[src/rtl/dsi_pkg.sv]
package dsi_pkg;
  localparam int ADDR_W = 6;
  localparam int BYTE_W = 8;

  typedef enum logic [1:0] {
    CLS_MODE = 2'b00,
    CLS_DATA = 2'b01,
    CLS_CTRL = 2'b10,
    CLS_ADDR = 2'b11
  } cmd_class_e;

  // grids driven for a mode code: 0xxx -> 8, 1xxx -> 9 + xxx
  function automatic logic [4:0] grids_of(input logic [3:0] code);
    return code[3] ? (5'd9 + {2'b00, code[2:0]}) : 5'd8;
  endfunction

  function automatic logic addr_ok(input logic [ADDR_W-1:0] a, input int depth);
    return int'(a) < depth;
  endfunction

  function automatic logic pushpull_sel(input logic [1:0] f);
    return f == 2'b10;
  endfunction
endpackage

[src/rtl/dsi_sync.sv]
module dsi_sync #(
  parameter int W = 3,
  parameter int STAGES = 2,
  parameter logic [W-1:0] RST_VAL = '1
) (
  input  logic         clk,
  input  logic         rst_n,
  input  logic [W-1:0] async_in,
  output logic [W-1:0] sync_out
);
  for (genvar i = 0; i < W; i++) begin : g_bit
    logic [STAGES-1:0] chain;
    always_ff @(posedge clk or negedge rst_n) begin
      if (!rst_n) chain <= {STAGES{RST_VAL[i]}};
      else        chain <= {chain[STAGES-2:0], async_in[i]};
    end
    assign sync_out[i] = chain[STAGES-1];
  end
endmodule

[src/rtl/dsi_shifter.sv]
module dsi_shifter #(
  parameter int BW = dsi_pkg::BYTE_W,
  localparam int CW = $clog2(BW)
) (
  input  logic          clk,
  input  logic          rst_n,
  input  logic          sclk_s,
  input  logic          stb_s,
  input  logic          din_s,
  output logic          sclk_fall,
  output logic          byte_valid,
  output logic          byte_first,
  output logic [BW-1:0] byte_data
);
  logic          sclk_d;
  logic          sclk_rise;
  logic [CW-1:0] bit_cnt;
  logic [BW-1:0] shreg;
  logic          first;
  logic [BW-1:0] next_shreg;

  assign sclk_rise  = sclk_s & ~sclk_d & ~stb_s;
  assign sclk_fall  = ~sclk_s & sclk_d & ~stb_s;
  assign next_shreg = {din_s, shreg[BW-1:1]};

  always_ff @(posedge clk or negedge rst_n) begin
    if (!rst_n) begin
      sclk_d     <= 1'b1;
      bit_cnt    <= '0;
      shreg      <= '0;
      first      <= 1'b1;
      byte_valid <= 1'b0;
      byte_first <= 1'b0;
      byte_data  <= '0;
    end else begin
      sclk_d     <= sclk_s;
      byte_valid <= 1'b0;
      if (stb_s) begin
        bit_cnt <= '0;
        first   <= 1'b1;
      end else if (sclk_rise) begin
        shreg   <= next_shreg;
        bit_cnt <= bit_cnt + 1'b1;
        if (bit_cnt == CW'(BW - 1)) begin
          byte_valid <= 1'b1;
          byte_data  <= next_shreg;
          byte_first <= first;
          first      <= 1'b0;
        end
      end
    end
  end


  idle_count_clear_chk: assert property (@(posedge clk) disable iff (!rst_n)
    stb_s |=> (bit_cnt == '0));

  byte_pulse_chk: assert property (@(posedge clk) disable iff (!rst_n)
    byte_valid |=> !byte_valid);
endmodule

[src/rtl/dsi_regs.sv]
module dsi_regs #(
  parameter int RAM_DEPTH = 48,
  localparam int AW = dsi_pkg::ADDR_W,
  localparam int BW = dsi_pkg::BYTE_W
) (
  input  logic          clk,
  input  logic          rst_n,
  input  logic          byte_valid,
  input  logic          byte_first,
  input  logic [BW-1:0] byte_data,
  output logic [3:0]    mode_code,
  output logic [2:0]    dim_code,
  output logic          disp_on,
  output logic          scan_en,
  output logic          pushpull,
  output logic [3:0]    data_set,
  output logic          ram_we,
  output logic [AW-1:0] ram_addr,
  output logic [BW-1:0] ram_wdata,
  output logic          soft_rst,
  output logic          rd_start
);
  import dsi_pkg::*;

  logic [AW-1:0] addr;
  cmd_class_e    cls;
  logic          is_cmd;
  logic          is_data;

  assign cls     = cmd_class_e'(byte_data[7:6]);
  assign is_cmd  = byte_valid & byte_first;
  assign is_data = byte_valid & ~byte_first;

  always_ff @(posedge clk or negedge rst_n) begin
    if (!rst_n) begin
      mode_code <= 4'b1111;
      dim_code  <= '0;
      disp_on   <= 1'b0;
      scan_en   <= 1'b0;
      pushpull  <= 1'b0;
      data_set  <= '0;
      addr      <= '0;
      ram_we    <= 1'b0;
      ram_addr  <= '0;
      ram_wdata <= '0;
      soft_rst  <= 1'b0;
      rd_start  <= 1'b0;
    end else begin
      ram_we   <= 1'b0;
      soft_rst <= 1'b0;
      rd_start <= 1'b0;
      if (is_cmd) begin
        case (cls)
          CLS_MODE: if (byte_data[3:0] != mode_code) begin
            mode_code <= byte_data[3:0];
            disp_on   <= 1'b0;
            scan_en   <= 1'b0;
          end
          CLS_DATA: begin
            data_set <= byte_data[3:0];
            soft_rst <= (byte_data[1:0] == 2'b01);
            rd_start <= (byte_data[1:0] == 2'b10);
          end
          CLS_ADDR: addr <= byte_data[AW-1:0];
          CLS_CTRL: begin
            dim_code <= byte_data[2:0];
            disp_on  <= byte_data[3];
            scan_en  <= 1'b1;
            pushpull <= pushpull_sel(byte_data[5:4]);
          end
          default: ;
        endcase
      end else if (is_data && data_set[1:0] == 2'b00 && addr_ok(addr, RAM_DEPTH)) begin
        ram_we    <= 1'b1;
        ram_addr  <= addr;
        ram_wdata <= byte_data;
        if (!data_set[2]) addr <= addr + 1'b1;
      end
    end
  end


  mode_forces_off_chk: assert property (@(posedge clk) disable iff (!rst_n)
    (mode_code != $past(mode_code)) |-> (!disp_on && !scan_en));

  write_in_range_chk: assert property (@(posedge clk) disable iff (!rst_n)
    ram_we |-> (int'(ram_addr) < RAM_DEPTH));

  auto_step_chk: assert property (@(posedge clk) disable iff (!rst_n)
    (ram_we && !data_set[2]) |-> (addr == AW'(ram_addr + 1'b1)));

  fixed_addr_chk: assert property (@(posedge clk) disable iff (!rst_n)
    (ram_we && data_set[2]) |-> (addr == ram_addr));
endmodule

[src/rtl/dsi_keyout.sv]
module dsi_keyout #(
  parameter int KEY_BITS = 32,
  localparam int IW = $clog2(KEY_BITS)
) (
  input  logic                clk,
  input  logic                rst_n,
  input  logic                sclk_fall,
  input  logic                stb_s,
  input  logic                rd_start,
  input  logic                pushpull,
  input  logic [KEY_BITS-1:0] key_bits,
  output logic                sdo,
  output logic                sdo_oe
);
  logic          rd_active;
  logic [IW-1:0] idx;

  always_ff @(posedge clk or negedge rst_n) begin
    if (!rst_n) begin
      rd_active <= 1'b0;
      idx       <= '0;
      sdo       <= 1'b1;
    end else if (stb_s) begin
      rd_active <= 1'b0;
      idx       <= '0;
      sdo       <= 1'b1;
    end else if (rd_start) begin
      rd_active <= 1'b1;
      idx       <= '0;
    end else if (rd_active && sclk_fall) begin
      sdo <= key_bits[idx];
      idx <= (idx == IW'(KEY_BITS - 1)) ? '0 : idx + 1'b1;
    end
  end

  assign sdo_oe = pushpull | ~sdo;


  sdo_moves_on_fall_chk: assert property (@(posedge clk) disable iff (!rst_n)
    (sdo != $past(sdo)) |-> $past(sclk_fall || stb_s));

  sdo_idle_high_chk: assert property (@(posedge clk) disable iff (!rst_n)
    stb_s |=> sdo);
endmodule

[src/rtl/dsi_top.sv]
module dsi_top #(
  parameter int RAM_DEPTH   = 48,
  parameter int KEY_BYTES   = 4,
  parameter int SYNC_STAGES = 2,
  localparam int KEY_BITS = KEY_BYTES * dsi_pkg::BYTE_W
) (
  input  logic                        clk,
  input  logic                        rst_n,
  input  logic                        sclk_in,
  input  logic                        strobe_in,
  input  logic                        sdata_in,
  input  logic [KEY_BITS-1:0]         key_bits,
  output logic                        sdo_out,
  output logic                        sdo_oe,
  output logic                        ram_we,
  output logic [dsi_pkg::ADDR_W-1:0]  ram_addr,
  output logic [dsi_pkg::BYTE_W-1:0]  ram_wdata,
  output logic [4:0]                  grid_count,
  output logic [2:0]                  dim_code,
  output logic                        disp_on,
  output logic                        scan_en,
  output logic                        test_mode,
  output logic                        soft_rst
);
  logic [2:0] pins_s;
  logic       sclk_fall, byte_valid, byte_first, pushpull, rd_start;
  logic [dsi_pkg::BYTE_W-1:0] byte_data;
  logic [3:0] mode_code, data_set;

  dsi_sync #(.W(3), .STAGES(SYNC_STAGES), .RST_VAL(3'b111)) u_sync (
    .clk(clk), .rst_n(rst_n),
    .async_in({sdata_in, strobe_in, sclk_in}), .sync_out(pins_s));

  dsi_shifter u_shift (
    .clk(clk), .rst_n(rst_n), .sclk_s(pins_s[0]), .stb_s(pins_s[1]),
    .din_s(pins_s[2]), .sclk_fall(sclk_fall), .byte_valid(byte_valid),
    .byte_first(byte_first), .byte_data(byte_data));

  dsi_regs #(.RAM_DEPTH(RAM_DEPTH)) u_regs (
    .clk(clk), .rst_n(rst_n), .byte_valid(byte_valid), .byte_first(byte_first),
    .byte_data(byte_data), .mode_code(mode_code), .dim_code(dim_code),
    .disp_on(disp_on), .scan_en(scan_en), .pushpull(pushpull),
    .data_set(data_set), .ram_we(ram_we), .ram_addr(ram_addr),
    .ram_wdata(ram_wdata), .soft_rst(soft_rst), .rd_start(rd_start));

  dsi_keyout #(.KEY_BITS(KEY_BITS)) u_key (
    .clk(clk), .rst_n(rst_n), .sclk_fall(sclk_fall), .stb_s(pins_s[1]),
    .rd_start(rd_start), .pushpull(pushpull), .key_bits(key_bits),
    .sdo(sdo_out), .sdo_oe(sdo_oe));

  assign grid_count = dsi_pkg::grids_of(mode_code);
  assign test_mode  = data_set[3];


  reset_pulse_chk: assert property (@(posedge clk) disable iff (!rst_n)
    soft_rst |=> !soft_rst);

  drive_type_chk: assert property (@(posedge clk) disable iff (!rst_n)
    (!sdo_oe) |-> sdo_out);
endmodule

[config.mk]
export PLATFORM = sky130hd
export DESIGN_NAME = dsi_top
export DESIGN_NICKNAME = d
export VERILOG_FILES = /design/src/rtl/dsi_pkg.sv /design/src/rtl/dsi_sync.sv /design/src/rtl/dsi_shifter.sv /design/src/rtl/dsi_regs.sv /design/src/rtl/dsi_keyout.sv /design/src/rtl/dsi_top.sv
export SDC_FILE = /design/constraint.sdc
export NUM_CORES = 1
export LEC_CHECK = 0
export BUFFER_PORTS_ARGS = -buffer_cell sky130_fd_sc_hd__clkbuf_2
export CORE_ASPECT_RATIO = 0.9
export CORE_MARGIN = 5
export CORE_UTILIZATION = 52
export CTS_CLUSTER_DIAMETER = 200
export DETAILED_ROUTE_END_ITERATION = 7
export GPL_TIMING_DRIVEN = 0
export PLACE_DENSITY = 0.8
export SETUP_SLACK_MARGIN = 0.4
export SYNTH_ARGS = -nofsm -noshare
export SYNTH_HDL_FRONTEND = slang
export SYNTH_SLANG_ARGS = --single-unit
[constraint.sdc]
create_clock -name clk -period 2.5 [get_ports clk]
set_input_delay 0.5 -clock clk [delete_from_list [all_inputs] [get_ports clk]]
set_output_delay 0.5 -clock clk [all_outputs]
set_load 0.02 [all_outputs]
# After elaboration in Yosys (flattened, before gate mapping)
# Index checks and enable logic that the tools add are counted.
# W data, S select, Z words.
[totals]
reg_bits = 73
[classes]
bitwise = 13
eq_ne = 13
magnitude_cmp = 2
add_sub_neg = 4
reduce_logical = 22
n_mux = 33
[ops]
columns = ["cell", "count"]
rows = [
  ["$mux W5", 5],
  ["$mux W6", 4],
  ["$mux W1", 19],
  ["$reduce_and A2 Y1", 6],
  ["$reduce_and A3 Y1", 4],
  ["$reduce_bool A2 Y1", 6],
  ["$eq A2 B2 Y1 const B", 4],
  ["$add A6 B1 Y6 const B", 1],
  ["$and A1 B1 Y1", 6],
  ["$lt A5 B6 Y1 const B", 1],
  ["$lt A6 B6 Y1 const B", 1],
  ["$mux W3", 2],
  ["$ne A2 B2 Y1 const B", 3],
  ["$not A1 Y1", 6],
  ["$add A4 B3 Y5 const A", 1],
  ["$add A5 B1 Y5 const B", 1],
  ["$bmux W1 S5", 1],
  ["$eq A5 B5 Y1 const B", 1],
  ["$eq A2 B1 Y1 const B", 2],
  ["$logic_not A2 Y1", 2],
  ["$ne A4 B4 Y1", 1],
  ["$pmux W1 S2", 2],
  ["$add A3 B1 Y3 const B", 1],
  ["$eq A3 B3 Y1 const B", 1],
  ["other kinds (4)", 6],
]

# Longest topological paths before layout
[logic_depth]
depth_word = 7
ltp_mapped = 7

# Hierarchy
# From an unflattened synthesis, not the netlist that was laid out.
[hier_totals]
cells_unflattened = 263
hier_area_um2 = 3453.3
[modules_own_cells]
columns = ["mod", "area_each_um2", "cells_each", "instances"]
rows = [
  ["dsi_regs", 1617.8, 121, 1],
  ["dsi_shifter", 864.6, 55, 1],
  ["dsi_keyout", 732.0, 71, 1],
  ["dsi_sync", 180.2, 9, 1],
  ["dsi_top", 58.8, 7, 1],
]

# Worst setup path before layout
# Ideal clock, no wire load.
[synth_timing]
kind = "register -> register"
start = "register u_key.idx[0]"
end = "register u_key.idx[3]"
n_path_buf = 0
synth_period_minus_slack_ns = 1.842
stages_incl_launch_ff = 6
t_arrival_ns = 1.748
setup_slack_ns = 0.658
cell_sequence = "dfrtp_1 > ha_1 > and3_1 > ha_1 > or4_1 > a211oi_1"
[synth_via]
elab_chain_len = 5
elab_cells_between_ends = 6
cone_classes = "add/sub (1); eq/ne (1); mux (4)"
[synth_rtl]
columns = ["item", "line", "rtl"]
rows = [
  ["from (decl)", "dsi_keyout.sv:16", "logic [IW-1:0] idx;"],
  ["from (signal assigned)", "dsi_keyout.sv:32", "idx <= (idx == IW'(KEY_BITS - 1)) ? '0 : idx + 1'b1;"],
  ["$add A5 B1 Y5 or $eq A5 B5 Y1 (tied branches)", "dsi_keyout.sv:32", ""],
  ["$mux W5 (*)", "dsi_keyout.sv:32", ""],
  ["$mux W5 (*)", "dsi_keyout.sv:30", "end else if (rd_active && sclk_fall) begin"],
  ["$mux W5 (*)", "dsi_keyout.sv:27", "end else if (rd_start) begin"],
  ["$mux W5 (*)", "dsi_keyout.sv:23", "end else if (stb_s) begin"],
]
# Mark *: on every way between the ends. The rest lies on a longest branch, timed or not. The select of a mux whose other input is x is not followed.
# A chain may end at the register's enable or synchronous reset.

# Worst setup path after layout
[layout_timing]
start = "register u_regs.mode_code[0]"
end = "output port grid_count[2]"
[layout_via]
elab_chain_len = 2
[layout_rtl]
columns = ["item", "line", "rtl"]
rows = [
  ["from (decl)", "dsi_regs.sv:11", "output logic [3:0] mode_code,"],
  ["from (signal assigned)", "dsi_regs.sv:55", "mode_code <= byte_data[3:0];"],
  ["$add A4 B3 Y5", "dsi_pkg.sv:14", "return code[3] ? (5'd9 + {2'b00, code[2:0]}) : 5'd8;"],
  ["$mux W5", "dsi_pkg.sv:14", ""],
  ["to (decl)", "dsi_top.sv:18", "output logic [4:0] grid_count,"],
]
# No other way between the ends.

==> impl_metrics.csv <==
group,metric,value,unit
cells_and_area,diodes,0,
synthesis,synth.net_count,302,
run,cap_violations,0,
worst_setup_path,cp-endpoint,"grid_count[2]",
power_and_ir_drop,p_per_area,567.2,nW/um^2
synthesis,synth_area,3363,sq um
power_and_ir_drop,p_leak,0.001993,uW
timing,grt_setup_unrepaired,"false",
floorplan,io_pins,66,
route,vias,2323,
worst_setup_path,slowest_stage,"dfstp_2",
timing,period_needed,2.051,ns
timing,fin_setup_tns,0,ns
worst_setup_path,end_kind,"output pin",
timing,finalCritPeriodShare,82.05,%
global_routing,grt_usage,17.92,%
worst_setup_path,worstPathRequired,2.00,ns
synthesis,synth_ff_type,"dfrtp_1",
clocking,htree_levels,3,
global_routing,grt_max_degree,55,
worst_setup_path,path_max_fanout,2,
route,ant_nets,0,
clocking,clock-sinks,72,
global_routing,grt_overflow_total,0,
global_routing,grt_pass1_vias,2314,
floorplan,rows,27,
route,avgRoutedWirePerCell,15.34,um
synthesis,synth_xor_xnor_area_share,1.302,%
worst_setup_path,start_kind,"flop",
placed_design,port_buffers,65,
worst_setup_path,cp.arrival,1.55,ns
synthesis,synth_edf_count,0,
timing,setup_violations,0,
synthesis,async_flop_share,100.0,%
min_path,hold_path_class,"input port to async pin",
clocking,clk_pin_slew_worst_paths,0.08,ns
cells_and_area,nNetsFinal,381,
route,wl,6582,um
global_routing,antenna_found_initial,0,
worst_setup_path,r2r_end,"u_key.idx[3]",
synthesis,synth_fa_ha_area_share,2.604,%
clocking,cts-root-buf,"clkbuf_8",
clocking,clock_latency,0.35,ns
synthesis,synthDistinctLibCells,46,
power_and_ir_drop,ir_worst_vdd,0.0004165,V
placed_design,dpl.hpwl,4786,um
worst_setup_path,r2r_cells,5,
cells_and_area,drive_above_1_share,44.15,%
cells_and_area,layout_commonest_cell,"clkbuf_2",
worst_setup_path,r2r_start,"u_key.idx[0]",
timing,worst_pin_slew,0.5732,ns
placed_design,gp_congestion,0.8366,
synthesis,syn_inst,258,
synthesis,synth.area.mux_share,21.21,%
synthesis,synth_compound_area_share,7.143,%
worst_setup_path,critPathMaxStageDelay,0.55,ns
timing,finalWorstSetupSlack,0.4487,ns
synthesis,yosys_warnings,0,
route,avgViaCountPerCell,5.415,
timing,max_slew_margin,61.50,%
synthesis,yosys.area_share.simple,11.38,%
worst_setup_path,criticalPathCategory,"flop to output pin",
cells_and_area,area_growth,20.42,%
floorplan,core-area,6216,sq um
route,drc,0,
synthesis,ys_ff_latch,72,
worst_setup_path,r2r_slack,0.52,ns
synthesis,syn_avg_cell_area,13.04,sq um
floorplan,die-area,8178,sq um
cells_and_area,final_cell_mix,"clkbuf_2 (63), dfrtp_1 (59), mux2_2 (39)",
floorplan,die_h,86.30,um
timing,hold_viol_final,0,
floorplan,initial_utilization,54.11,%
clocking,tritoncts,"done",
route,drtIter0Drc,176,
run_status,status,"finished, final reports clean",
timing,fmax,487.5,MHz
timing,slew_violations,0,
worst_setup_path,crit_chain,"ha_2 -> ha_1 -> and2_1 -> buf_6",
worst_setup_path,crit_path_start,"u_regs.mode_code[0]",
route,dr.pass1.iters,4,
timing,fin_skew,0.01092,ns
clocking,clock_path_buffers,2,
placed_design,dp_slack,0.5423,ns
synthesis,yosysSeqAreaShare,54.06,%
global_routing,grt_first_pass_wirelength,11330,um
clocking,cts-buffers-inserted,9,
synthesis,synth_top_family_by_area,"multiplexers",
floorplan,die_w,94.77,um
==> cells by family (layout without fill, tap and decap cells) <==
logic type | count (synthesis) | in the layout
AOI/OAI and AO/OA | 35 | 35
xor gates and xnor gates | 5 | 5
DFF | 72 | 72
muxes | 55 | 55
and+or+nand+nor | 69 | 69
buffers and inverters | 15 | 99
adders and majority gates | 7 | 7
==> flip-flops by register name, indices dropped and copies added (netlist names), 4 cells and up <==
register and flops:
u_regs.data_set 4, u_shift.shreg 7, u_regs.ram_wdata 8, u_sync.g_bit.chain 6, u_shift.byte_data 8, u_regs.mode_code 4
u_regs.ram_addr 6, u_regs.addr 6, u_key.idx 5
==> stage by stage <==
stage | area, sq um | utilization [%] | total power (uW) | hold WS [ns] | cells
final | 4050 | 65.16 | 2297 | 0.05268 | 429
after global routing | 4050 | 65.16 | 2415 | 0.05766 | 429
after detailed placement | 3827 | 61.57 | 1411 | 0.3476 | 411
after CTS | 4034 | 64.90 | 2328 | 0.04677 | 428
after floorplan | 3363 | - | 1333 | 0.2044 | 258
after global placement | 3797 | 61.09 | 1393 | 0.3461 | 410
==> how the worst min path moves through the flow <==
stage / to / slack, ns / cells after the start
after floorplan: u_key.idx[0] / 0.20 / 0
after global placement: u_sync.g_bit[2].chain[1] / 0.35 / 0
after detailed placement: u_sync.g_bit[2].chain[1] / 0.35 / 0
after CTS: u_regs.ram_addr[4] / 0.05 / 1
after global routing: u_regs.ram_addr[4] / 0.06 / 1
final: u_regs.ram_addr[4] / 0.05 / 1
==> Yosys cell counts, types with 2 or more instances <==
master / count / area [sq um]
dfrtp_1: 59 / 1476
mux2_2: 39 / 439.2
nand2_1: 16 / 60.06
dfstp_2: 13 / 341.6
nor2_1: 12 / 45.04
o21ai_0: 10 / 50.05
a21oi_1: 9 / 45.04
mux2i_1: 9 / 90.09
ha_1: 7 / 87.58
mux4_1: 7 / 183.9
nor3_1: 7 / 35.03
clkbuf_1: 6 / 22.52
buf_2: 5 / 25.02
nand2b_1: 5 / 31.28
xor2_1: 5 / 43.79
and2_1: 4 / 25.02
nand3_1: 4 / 20.02
nand4_1: 3 / 18.77
nor3b_1: 3 / 22.52
o21a_1: 3 / 22.52
a31oi_1: 2 / 12.51
and3_1: 2 / 12.51
buf_6: 2 / 22.52
inv_1: 2 / 7.510
nor2b_1: 2 / 12.51
o22ai_1: 2 / 12.51
==> routing by layer <==
layer / track usage (%) / vias up / routed length [um]
met5: 0 / - / 0
met4: 5.505 / 0 / 94
met3: 5.729 / 10 / 423
met2: 27.02 / 64 / 3088
met1: 24.83 / 1146 / 2976
li1: - / 1103 / -
==> cell type report <==
class | count | area [sq um]
Inverter | 2 | 7.507
Multi-Input combinational cell | 171 | 1470
Clock inverter | 3 | 40.04
Tap cell | 87 | 108.9
Sequential cell | 72 | 1818
Clock buffer | 13 | 158.9
Buffer | 13 | 70.07
Fill cell | 509 | 2166
Timing Repair Buffer | 68 | 376.6
==> critical path, delay by kind of cell, from the launching register on <==
kind                     cells  cell delay [ns]
AND/OR/NAND/NOR              1             0.15
buffers and inverters        1             0.13
flip-flops                   1             0.55
adder cells (fa/ha/maj)      2             0.38
==> timing repair <==
item                       4_1_cts  5_1_grt
buffers inserted                 1        1
setup endpoints to repair        1        1
hold buffers                     0        0
gates resized for setup          0        4
==> report_power, final <==
part / switching, uW / total (uW) / internal [uW]
sequential: 37.0 / 1260 / 1220
combinational: 49.5 / 123 / 73.3
clock: 401 / 914 / 513
Power figures use the tool's default switching activity.
